### config.mk
export PLATFORM = sky130hd
export DESIGN_NAME = bus_phase_seq
export DESIGN_NICKNAME = d
export VERILOG_FILES = /design/src/rtl/bps_pkg.sv /design/src/rtl/bps_sat_counter.sv /design/src/rtl/bps_arb_judge.sv /design/src/rtl/bps_info_decode.sv /design/src/rtl/bus_phase_seq.sv
export SDC_FILE = /design/constraint.sdc
export NUM_CORES = 1
export LEC_CHECK = 0
export ABC_AREA = 1
export BUFFER_PORTS_ARGS = -buffer_cell sky130_fd_sc_hd__buf_4
export CAP_MARGIN = 20
export CELL_PAD_IN_SITES_DETAIL_PLACEMENT = 2
export CELL_PAD_IN_SITES_GLOBAL_PLACEMENT = 2
export CORE_MARGIN = 5
export CORE_UTILIZATION = 30
export DETAILED_ROUTE_END_ITERATION = 16
export GPL_TIMING_DRIVEN = 0
export PLACE_DENSITY = 0.8
export SLEW_MARGIN = 20
export SYNTH_ARGS = -nofsm -noshare
export SYNTH_HDL_FRONTEND = slang
export SYNTH_SLANG_ARGS = --single-unit
### constraint.sdc
create_clock -name clk -period 2.78 [get_ports clk]
set_input_delay 0.417 -clock clk [delete_from_list [all_inputs] [get_ports clk]]
set_output_delay 0.417 -clock clk [all_outputs]
set_load 0.005 [all_outputs]
### src/rtl/bps_pkg.sv
package bps_pkg;

  typedef enum logic [2:0] {
    PH_FREE  = 3'd0,
    PH_ARB   = 3'd1,
    PH_SEL   = 3'd2,
    PH_RESEL = 3'd3,
    PH_CMD   = 3'd4,
    PH_DATA  = 3'd5,
    PH_STAT  = 3'd6,
    PH_MSG   = 3'd7
  } phase_e;

  typedef enum logic [2:0] {
    ST_FREE,
    ST_ARB,
    ST_SEL,
    ST_RESEL,
    ST_INFO
  } st_e;

endpackage

### src/rtl/bps_sat_counter.sv
module bps_sat_counter #(
  parameter int W = 8
) (
  input  logic         clk,
  input  logic         rst_n,
  input  logic         clr,
  input  logic         inc,
  output logic [W-1:0] cnt
);

  localparam logic [W-1:0] MAXV = '1;

  always_ff @(posedge clk or negedge rst_n) begin
    if (!rst_n) begin
      cnt <= '0;
    end else if (clr) begin
      cnt <= '0;
    end else if (inc && cnt != MAXV) begin
      cnt <= cnt + W'(1);
    end
  end

endmodule

### src/rtl/bps_arb_judge.sv
module bps_arb_judge #(
  parameter int N_DEV = 8,
  parameter int ID_W  = 3
) (
  input  logic [N_DEV-1:0] bus_bits,
  input  logic [ID_W-1:0]  own_id,
  output logic             outbid
);

  logic [N_DEV-1:0] above;

  for (genvar g = 0; g < N_DEV; g++) begin : g_cmp
    localparam logic [ID_W:0] POS = (ID_W+1)'(g);
    assign above[g] = bus_bits[g] && (POS > {1'b0, own_id});
  end

  assign outbid = |above;

endmodule

### src/rtl/bps_info_decode.sv
module bps_info_decode
  import bps_pkg::*;
(
  input  logic   msg,
  input  logic   cd,
  input  logic   io,
  output phase_e ph,
  output logic   dir_in
);

  always_comb begin
    if (msg) begin
      ph = PH_MSG;
    end else if (cd) begin
      ph = io ? PH_STAT : PH_CMD;
    end else begin
      ph = PH_DATA;
    end
  end

  assign dir_in = io;

endmodule

### src/rtl/bus_phase_seq.sv
module bus_phase_seq
  import bps_pkg::*;
#(
  parameter int N_DEV  = 8,
  parameter int FREE_W = 8,
  parameter int TMO_W  = 12,
  localparam int ID_W  = $clog2(N_DEV)
) (
  input  logic              clk,
  input  logic              rst_n,
  input  logic              bus_rst_i,
  input  logic [ID_W-1:0]   cfg_my_id,
  input  logic [FREE_W-1:0] cfg_free_cyc,
  input  logic [TMO_W-1:0]  cfg_sel_tmo,
  input  logic              cmd_valid_i,
  output logic              cmd_ready_o,
  input  logic [ID_W-1:0]   cmd_target_i,
  input  logic              bus_busy_i,
  input  logic              bus_sel_i,
  input  logic              tgt_msg_i,
  input  logic              tgt_cd_i,
  input  logic              tgt_io_i,
  input  logic [N_DEV-1:0]  bus_data_i,
  output logic              busy_o,
  output logic              select_o,
  output logic [N_DEV-1:0]  data_o,
  output logic [2:0]        phase_o,
  output logic              xfer_in_o,
  output logic              lost_o,
  output logic              sel_err_o,
  output logic              done_o,
  output logic              disc_o,
  output logic              resel_o
);

  st_e               st_q, st_d;
  logic              req_q;
  logic [ID_W-1:0]   tgt_q;
  logic              pend_q;
  logic              stat_seen_q;
  logic              last_min_q;
  logic              lost_q, err_q, done_q, disc_q, resel_q;

  logic [N_DEV-1:0]  my_bit, tgt_bit;
  logic              line_busy;
  logic [FREE_W-1:0] free_cnt;
  logic [TMO_W-1:0]  sel_cnt;
  logic [TMO_W:0]    sel_next;
  logic              free_ok, tmo_hit, outbid, resel_hit;
  phase_e            ph_info;
  logic              dir_in;
  phase_e            ph_out;

  // one-hot images of the own and target IDs
  always_comb begin
    my_bit  = '0;
    tgt_bit = '0;
    my_bit[cfg_my_id] = 1'b1;
    tgt_bit[tgt_q]    = 1'b1;
  end

  assign line_busy = bus_busy_i | bus_sel_i | busy_o | select_o;

  // idle-window counter: restarts on any line activity
  bps_sat_counter #(.W(FREE_W)) i_free_cnt (
    .clk   (clk),
    .rst_n (rst_n),
    .clr   (line_busy | bus_rst_i),
    .inc   (1'b1),
    .cnt   (free_cnt)
  );

  // selection response counter: held at zero outside selection
  bps_sat_counter #(.W(TMO_W)) i_sel_cnt (
    .clk   (clk),
    .rst_n (rst_n),
    .clr   (st_q != ST_SEL),
    .inc   (1'b1),
    .cnt   (sel_cnt)
  );

  bps_arb_judge #(.N_DEV(N_DEV), .ID_W(ID_W)) i_judge (
    .bus_bits (bus_data_i),
    .own_id   (cfg_my_id),
    .outbid   (outbid)
  );

  bps_info_decode i_decode (
    .msg    (tgt_msg_i),
    .cd     (tgt_cd_i),
    .io     (tgt_io_i),
    .ph     (ph_info),
    .dir_in (dir_in)
  );

  assign free_ok   = free_cnt >= cfg_free_cyc;
  assign sel_next  = {1'b0, sel_cnt} + (TMO_W+1)'(1);
  assign tmo_hit   = sel_next >= {1'b0, cfg_sel_tmo};
  assign resel_hit = pend_q && bus_sel_i && tgt_io_i && !bus_busy_i &&
                     bus_data_i[cfg_my_id];

  // next-state selection
  always_comb begin
    st_d = st_q;
    unique case (st_q)
      ST_FREE: begin
        if (resel_hit) begin
          st_d = ST_RESEL;
        end else if (req_q && free_ok && !bus_busy_i && !bus_sel_i) begin
          st_d = ST_ARB;
        end
      end
      ST_ARB: begin
        st_d = (outbid || bus_sel_i) ? ST_FREE : ST_SEL;
      end
      ST_SEL: begin
        if (bus_busy_i) begin
          st_d = ST_INFO;
        end else if (tmo_hit) begin
          st_d = ST_FREE;
        end
      end
      ST_RESEL: begin
        if (!bus_sel_i) st_d = ST_INFO;
      end
      ST_INFO: begin
        if (!bus_busy_i) st_d = ST_FREE;
      end
      default: st_d = ST_FREE;
    endcase
  end

  // state, request, reconnection and completion tracking
  always_ff @(posedge clk or negedge rst_n) begin
    if (!rst_n) begin
      st_q        <= ST_FREE;
      req_q       <= 1'b0;
      tgt_q       <= '0;
      pend_q      <= 1'b0;
      stat_seen_q <= 1'b0;
      last_min_q  <= 1'b0;
      lost_q      <= 1'b0;
      err_q       <= 1'b0;
      done_q      <= 1'b0;
      disc_q      <= 1'b0;
      resel_q     <= 1'b0;
    end else begin
      lost_q  <= 1'b0;
      err_q   <= 1'b0;
      done_q  <= 1'b0;
      disc_q  <= 1'b0;
      resel_q <= 1'b0;
      if (bus_rst_i) begin
        st_q   <= ST_FREE;
        req_q  <= 1'b0;
        pend_q <= 1'b0;
      end else begin
        st_q <= st_d;
        if (cmd_valid_i && !req_q) begin
          req_q <= 1'b1;
          tgt_q <= cmd_target_i;
        end
        unique case (st_q)
          ST_ARB: begin
            if (outbid || bus_sel_i) lost_q <= 1'b1;
          end
          ST_SEL: begin
            if (bus_busy_i) begin
              req_q       <= 1'b0;
              stat_seen_q <= 1'b0;
              last_min_q  <= 1'b0;
            end else if (tmo_hit) begin
              req_q <= 1'b0;
              err_q <= 1'b1;
            end
          end
          ST_RESEL: begin
            if (!bus_sel_i) begin
              resel_q     <= 1'b1;
              pend_q      <= 1'b0;
              stat_seen_q <= 1'b0;
              last_min_q  <= 1'b0;
            end
          end
          ST_INFO: begin
            if (bus_busy_i) begin
              if (ph_info == PH_STAT) stat_seen_q <= 1'b1;
              last_min_q <= (ph_info == PH_MSG) && dir_in;
            end else if (stat_seen_q && last_min_q) begin
              done_q <= 1'b1;
            end else begin
              disc_q <= 1'b1;
              pend_q <= 1'b1;
            end
          end
          default: ;
        endcase
      end
    end
  end

  // line drives and phase report
  always_comb begin
    busy_o    = 1'b0;
    select_o  = 1'b0;
    data_o    = '0;
    xfer_in_o = 1'b0;
    ph_out    = PH_FREE;
    unique case (st_q)
      ST_ARB: begin
        busy_o = 1'b1;
        data_o = my_bit;
        ph_out = PH_ARB;
      end
      ST_SEL: begin
        select_o = 1'b1;
        data_o   = my_bit | tgt_bit;
        ph_out   = PH_SEL;
      end
      ST_RESEL: begin
        busy_o = 1'b1;
        ph_out = PH_RESEL;
      end
      ST_INFO: begin
        xfer_in_o = dir_in;
        ph_out    = ph_info;
      end
      default: ph_out = PH_FREE;
    endcase
  end

  assign phase_o     = ph_out;
  assign cmd_ready_o = !req_q && !bus_rst_i;
  assign lost_o      = lost_q;
  assign sel_err_o   = err_q;
  assign done_o      = done_q;
  assign disc_o      = disc_q;
  assign resel_o     = resel_q;

endmodule

### Word-level counts from Yosys, hierarchy flattened

Index checks and enable logic that the tools add are counted.

| word-level totals | value |
|---|---|
| input port bits | 43 |
| output and inout bits | 20 |
| memory bits (read-only) | 0 |
| bits in latches | 0 |
| memory bits (writable) | 0 |
| memories kept | 0 |
| word-level logic and storage cells | 151 |
| flip-flop bits (word level) | 35 |

| cells by class | value |
|---|---|
| bitwise logic cells | 6 |
| shift-type cells | 0 |
| magnitude comparators | 13 |
| $mul | 0 |
| divide/modulo/power cells | 0 |
| eq/ne operators | 18 |
| multiplexer cells | 61 |
| $add $sub $neg | 3 |
| reductions and logical operators | 37 |

Operator list:

| cell | number |
|---|---|
| 2-to-1 mux 1 bit | 37 |
| 2-to-1 mux 3 bit | 9 |
| 2-to-1 mux 12 bit | 2 |
| logical AND 1 bit | 20 |
| 2-to-1 mux 8 bit | 2 |
| one-hot mux 8 bit (2 select lines) | 1 |
| one-hot mux 3 bit (5 select lines) | 1 |
| adder 12 x 1 -> 13 bit (second input constant) | 1 |
| greater-or-equal comparator 13 x 12 -> 1 bit | 1 |
| adder 12 x 1 -> 12 bit (second input constant) | 1 |
| greater-than comparator 3 bit (first input constant) | 4 |
| != test 12 bit (second input constant) | 1 |
| one-hot mux 3 bit (4 select lines) | 1 |
| equality test 3 bit (second input constant) | 3 |
| != test 3 bit (second input constant) | 3 |
| adder 8 x 1 -> 8 bit (second input constant) | 1 |
| greater-or-equal comparator 8 bit | 1 |
| less-than comparator 3 x 4 -> 1 bit (second input constant) | 2 |
| != test 2 bit (second input constant) | 4 |
| != test 4 bit (second input constant) | 2 |
| != test 8 bit (second input constant) | 1 |
| bitwise OR 8 bit | 1 |
| AND reduction 4 bit | 2 |
| OR reduction 7 bit | 1 |
| 22 further kinds | 36 |

### Depth between registers and ports, before layout

| logic depth | value |
|---|---|
| depth after elaboration | 8 |
| depth in mapped cells | 18 |
| gate-level depth less buffers | 18 |

### By module

From an unflattened synthesis, not the netlist that was laid out.

| unflattened totals | value |
|---|---|
| cells, all modules | 491 |
| area total of the unflattened synthesis | 3244.4 µm² |

Modules (own cells, without submodules):

| module | area an instance (µm²) | sequential area each (µm²) | instances | cells each |
|---|---|---|---|---|
| bus_phase_seq | 1863.0 | 375.4 | 1 | 280 |
| bps_sat_counter at i_sel_cnt | 750.7 | 300.3 | 1 | 110 |
| bps_sat_counter at i_free_cnt | 511.7 | 200.2 | 1 | 74 |
| bps_arb_judge | 85.1 | 0.0 | 1 | 20 |
| bps_info_decode | 33.8 | 0.0 | 1 | 7 |

### Least setup slack after synthesis

No wires, ideal clock.

| path | value |
|---|---|
| path type | flip-flop to flip-flop |
| from | reg i_sel_cnt.cnt[0] |
| to | reg req_q |
| library setup time | 0.123 ns |
| buffers on the path | 0 |
| data required time | 2.657 ns |
| path slack | 0.434 ns |
| data arrival time | 2.223 ns |
| clock period less this slack | 2.346 ns |
| cell stages (with the launch flop) | 18 |
| cells stage by stage | dfrtp_1 -> ha_1 -> nand2_2 -> nor2_4 -> nand3_2 -> nor2_2 -> nand3_1 -> xor2_1 -> inv_1 -> ha_1 -> nand2_1 -> nor2_1 -> nand2_2 -> inv_2 -> nand2_2 -> and3_4 -> nor2_2 -> nor2_2 |

| on the way | value |
|---|---|
| cells in the longest elaborated chain, start to end | 6 |

Ends and longest elaborated chain:

| element | line | RTL |
|---|---|---|
| start, declared | bps_sat_counter.sv:8 | `output logic [W-1:0] cnt` |
| start signal, assigned | bps_sat_counter.sv:19 | `cnt <= cnt + W'(1);` |
| adder 12 x 1 -> 13 bit | bus_phase_seq.sv:97 | `assign sel_next = {1'b0, sel_cnt} + (TMO_W+1)'(1);` |
| greater-or-equal comparator 13 x 12 -> 1 bit | bus_phase_seq.sv:98 | `assign tmo_hit = sel_next >= {1'b0, cfg_sel_tmo};` |
| 2-to-1 mux 1 bit | bus_phase_seq.sv:172 | `end else if (tmo_hit) begin` |
| 2-to-1 mux 1 bit | bus_phase_seq.sv:168 | `if (bus_busy_i) begin` |
| 2-to-1 mux 1 bit | bus_phase_seq.sv:163 | `unique case (st_q)` |
| 2-to-1 mux 1 bit | bus_phase_seq.sv:153 | `if (bus_rst_i) begin` |
| end signal, assigned | bus_phase_seq.sv:155 | `req_q <= 1'b0;` |
| end signal, assigned | bus_phase_seq.sv:169 | `req_q <= 1'b0;` |
| end signal, assigned | bus_phase_seq.sv:173 | `req_q <= 1'b0;` |
| end, declared | bus_phase_seq.sv:37 | `logic req_q;` |

No other way between the ends.
A chain may end at the register's enable or synchronous reset.

### Worst setup path in the final report

| path | value |
|---|---|
| from | reg i_sel_cnt.cnt[0] |
| to | reg st_q[0] |

| on the way | value |
|---|---|
| cells in the longest elaborated chain, start to end | 4 |

Ends and longest elaborated chain:

| element | line | RTL |
|---|---|---|
| adder 12 x 1 -> 13 bit | bus_phase_seq.sv:97 |  |
| greater-or-equal comparator 13 x 12 -> 1 bit | bus_phase_seq.sv:98 |  |
| != test 4 bit (no line) | n/a |  |
| AND reduction 4 bit (no line) | n/a |  |
| end signal, assigned | bus_phase_seq.sv:158 | `st_q <= st_d;` |
| end, declared | bus_phase_seq.sv:36 | `st_e st_q, st_d;` |

No other way between the ends.

==> results.toml <==
[setup_path]
critPathCapture = "st_q[0]"
timing.rr.start = "i_sel_cnt.cnt[0]"
crit_start = "i_sel_cnt.cnt[0]"
cp.required_ps = 2950
r2r_slack_ps = 100
critical_path_depth = 15
r2r_cells = 15
crit_arrival_ps = 2850
r2r-end = "st_q[0]"
worst-path-buf-inv = 1
critPathKind = "flip-flop to flip-flop"
cp_max_fo = 4
worstSetupEndpointType = "flip-flop"
cp-start-kind = "flip-flop"
slowest_delay_ps = 410
critPathSlowestCell = "dfrtp_1"
crit_chain = "ha_1, nand2_2, nor2_4, nand3_2, nor2_2, nand3_1, xor2_2, inv_1, ha_1, a21oi_2, o21bai_1, nor2_1, nand4_1, nand4_1, nand2_1"
crit_family = "simple AND/OR/NAND/NOR gates"

[placed_design]
hpwlAfterDp_mm = 7.08
numPortBuffers = 58
dpl-instance-area_mm2 = 0.00334
place_ws_ps = 34.8
post-place-cells = 555
place_congestion = 0.834

[logic_synthesis]
yosys.area.top_type = "dfrtp_1"
yosys-top-cells-area = "dfrtp_1 (32%), nand2_1 (12%), ha_1 (10%), inv_1 (8.7%), nor2_1 (4.6%)"
synth_cell_types = 41
syn-instance-count = 386
syn_nets = 451
yosysSeqAreaShare_pct = 31.7
yosysWarnings = 0
syn-cell-area_mm2 = 0.00276
synth_top_area_share_pct = 31.7
synth-seq-cells = 35
syn_area_per_cell_um2 = 7.16

[final_layout]
diodes = 0
final_cells = 567
nets = 521
final_util_pct = 38.3
fill_cells = 1099
area_growth_pct = 26.3
multi_input_area_mm2 = 0.00157
final_common_cell = "nand2_1"
design_area_mm2 = 0.00349
ff_latch_area_um2 = 876
layout_common_cells = "nand2_1 (86), buf_4 (67), inv_1 (64)"
drive_gt1_share_pct = 25.7

[grt]
grt_remaining_overflow = 0
grt_pass1_wl_mm = 14.7
track_usage_pct = 15.9
grt_pass1_vias = 3094
antenna_found_initial = 0
grt_max_degree = 36

[run_status]
status = "finished clean"

[cts]
cts.clk_slew.worst_paths_ps = 80
cts_buffer_depth = 2
clock_insertion_delay_worst_skew_ps = 290
cts_htree_levels = 2
cts_num_sinks = 35
cts_tree = "built"
cts_made_buffers = 5
cts-root-buf = "clkbuf_8"

[floorplan]
dieArea_mm2 = 0.0112
die_w_um = 106
ios = 63
coreArea_mm2 = 0.00911
fp-row-count = 35
initial_utilization_pct = 30.3
die_h_um = 106

[route]
post_drt_via_cell_ratio = 4.99
ant_nets = 0
wl_mm = 9.12
wl_per_cell_um = 16.1
num_vias = 2829
drc = 0
drt_iter0_markers = 61
dr.pass1.iters = 4

[job]
maxCapViolCount = 0

[timing]
clock.fmax_mhz = 374
worstMarginPinSlew_ps = 502
hold_viol_final = 0
maxSlewViolCount = 0
whs_ps = 89.7
fin_ws_ps = 104
finalCritPeriodShare_pct = 96.3
fin_tns_setup_ps = 0
fin_crit_ps = 2680
slew_headroom_pct = 66.5
setup-violations-final = 0
skew_ps = 9.06

[power]
irDropWorstVdd_mv = 0.175
power_density_mw_per_mm2 = 369
finalPower_mw = 1.29
leakage_nw = 1.96

[min_path]
hp-class = "input port to async pin"
[how the worst min path moves through the flow]
| stage | startpoint | end | slack, ps | depth (start not counted) |
|---|---|---|---|---|
| finish | rst_n | last_min_q | 90 | 1 |
| global route | rst_n | resel_o | 120 | 1 |
| CTS | rst_n | resel_o | 110 | 1 |
| detailed placement | rst_n | last_min_q | 420 | 1 |
| global placement | rst_n | last_min_q | 410 | 1 |
| floorplan | rst_n | disc_o | 120 | 0 |
[area by class of cell]
type                       count  share of cell area (%)
multi-input combinational    270                    45.1
sequential                    35                    25.1
buffer                         6                    1.33
timing repair buffer          63                    13.5
clock buffer                   6                    2.08
inverter                      75                    8.06
clock inverter                 1                   0.860
tap                          111                    3.98
[cells in the mapped netlist, drive strengths merged]
| cell | instances |
|---|---|
| nand2 | 93 |
| inv | 75 |
| nor2 | 44 |
| dfrtp | 35 |
| nand3 | 29 |
| ha | 22 |
| o21ai | 20 |
| a21oi | 18 |
| nand4 | 10 |
| buf | 6 |
| nor3 | 6 |
| xor2 | 6 |
| o41ai | 4 |
| a211oi | 2 |
| a21o | 2 |
| and3 | 2 |
| o21bai | 2 |
| o22ai | 2 |
| a22oi | 1 |
| and2 | 1 |
| nor4 | 1 |
| o211a | 1 |
| o21a | 1 |
| o221ai | 1 |
| o311ai | 1 |
| xnor2 | 1 |
[per-layer routing]
layer,GRT usage (%),up-vias,part of all wire [%]
li1,-,1374,-
met3,2.31,5,2.4
met2,30.7,41,54
met1,18.8,1409,43
met5,0,-,0
met4,2.78,0,0.68
[what timing repair did]
item / CTS / global route
gates resized for setup: 0 / 3
endpoints found under the setup margin: 0 / 4
hold buffers: 0 / 0
buffers inserted: 0 / 5
[kinds of logic after synthesis]
logic type	Yosys count	share of synthesized area (%)
fa+ha+maj	22	9.96
buf+inv	81	11.9
simple gates	186	32.1
xor+xnor	7	2.22
flops	35	31.7
compound gates	55	12.2
[sequential cells by signal, indices dropped and copies added, names as in the netlist]
register	cells
i_sel_cnt.cnt	12
i_free_cnt.cnt	8
st_q	3
tgt_q	3
disc_o	1
done_o	1
last_min_q	1
lost_o	1
pend_q	1
req_q	1
resel_o	1
sel_err_o	1
stat_seen_q	1
[where the power goes]
part           internal, mW  switching [mW]
Sequential            0.529          0.0221
Clock                 0.263           0.202
Combinational         0.117           0.155
Total                 0.909           0.379
No activity file was read; power rests on OpenSTA's default activity.
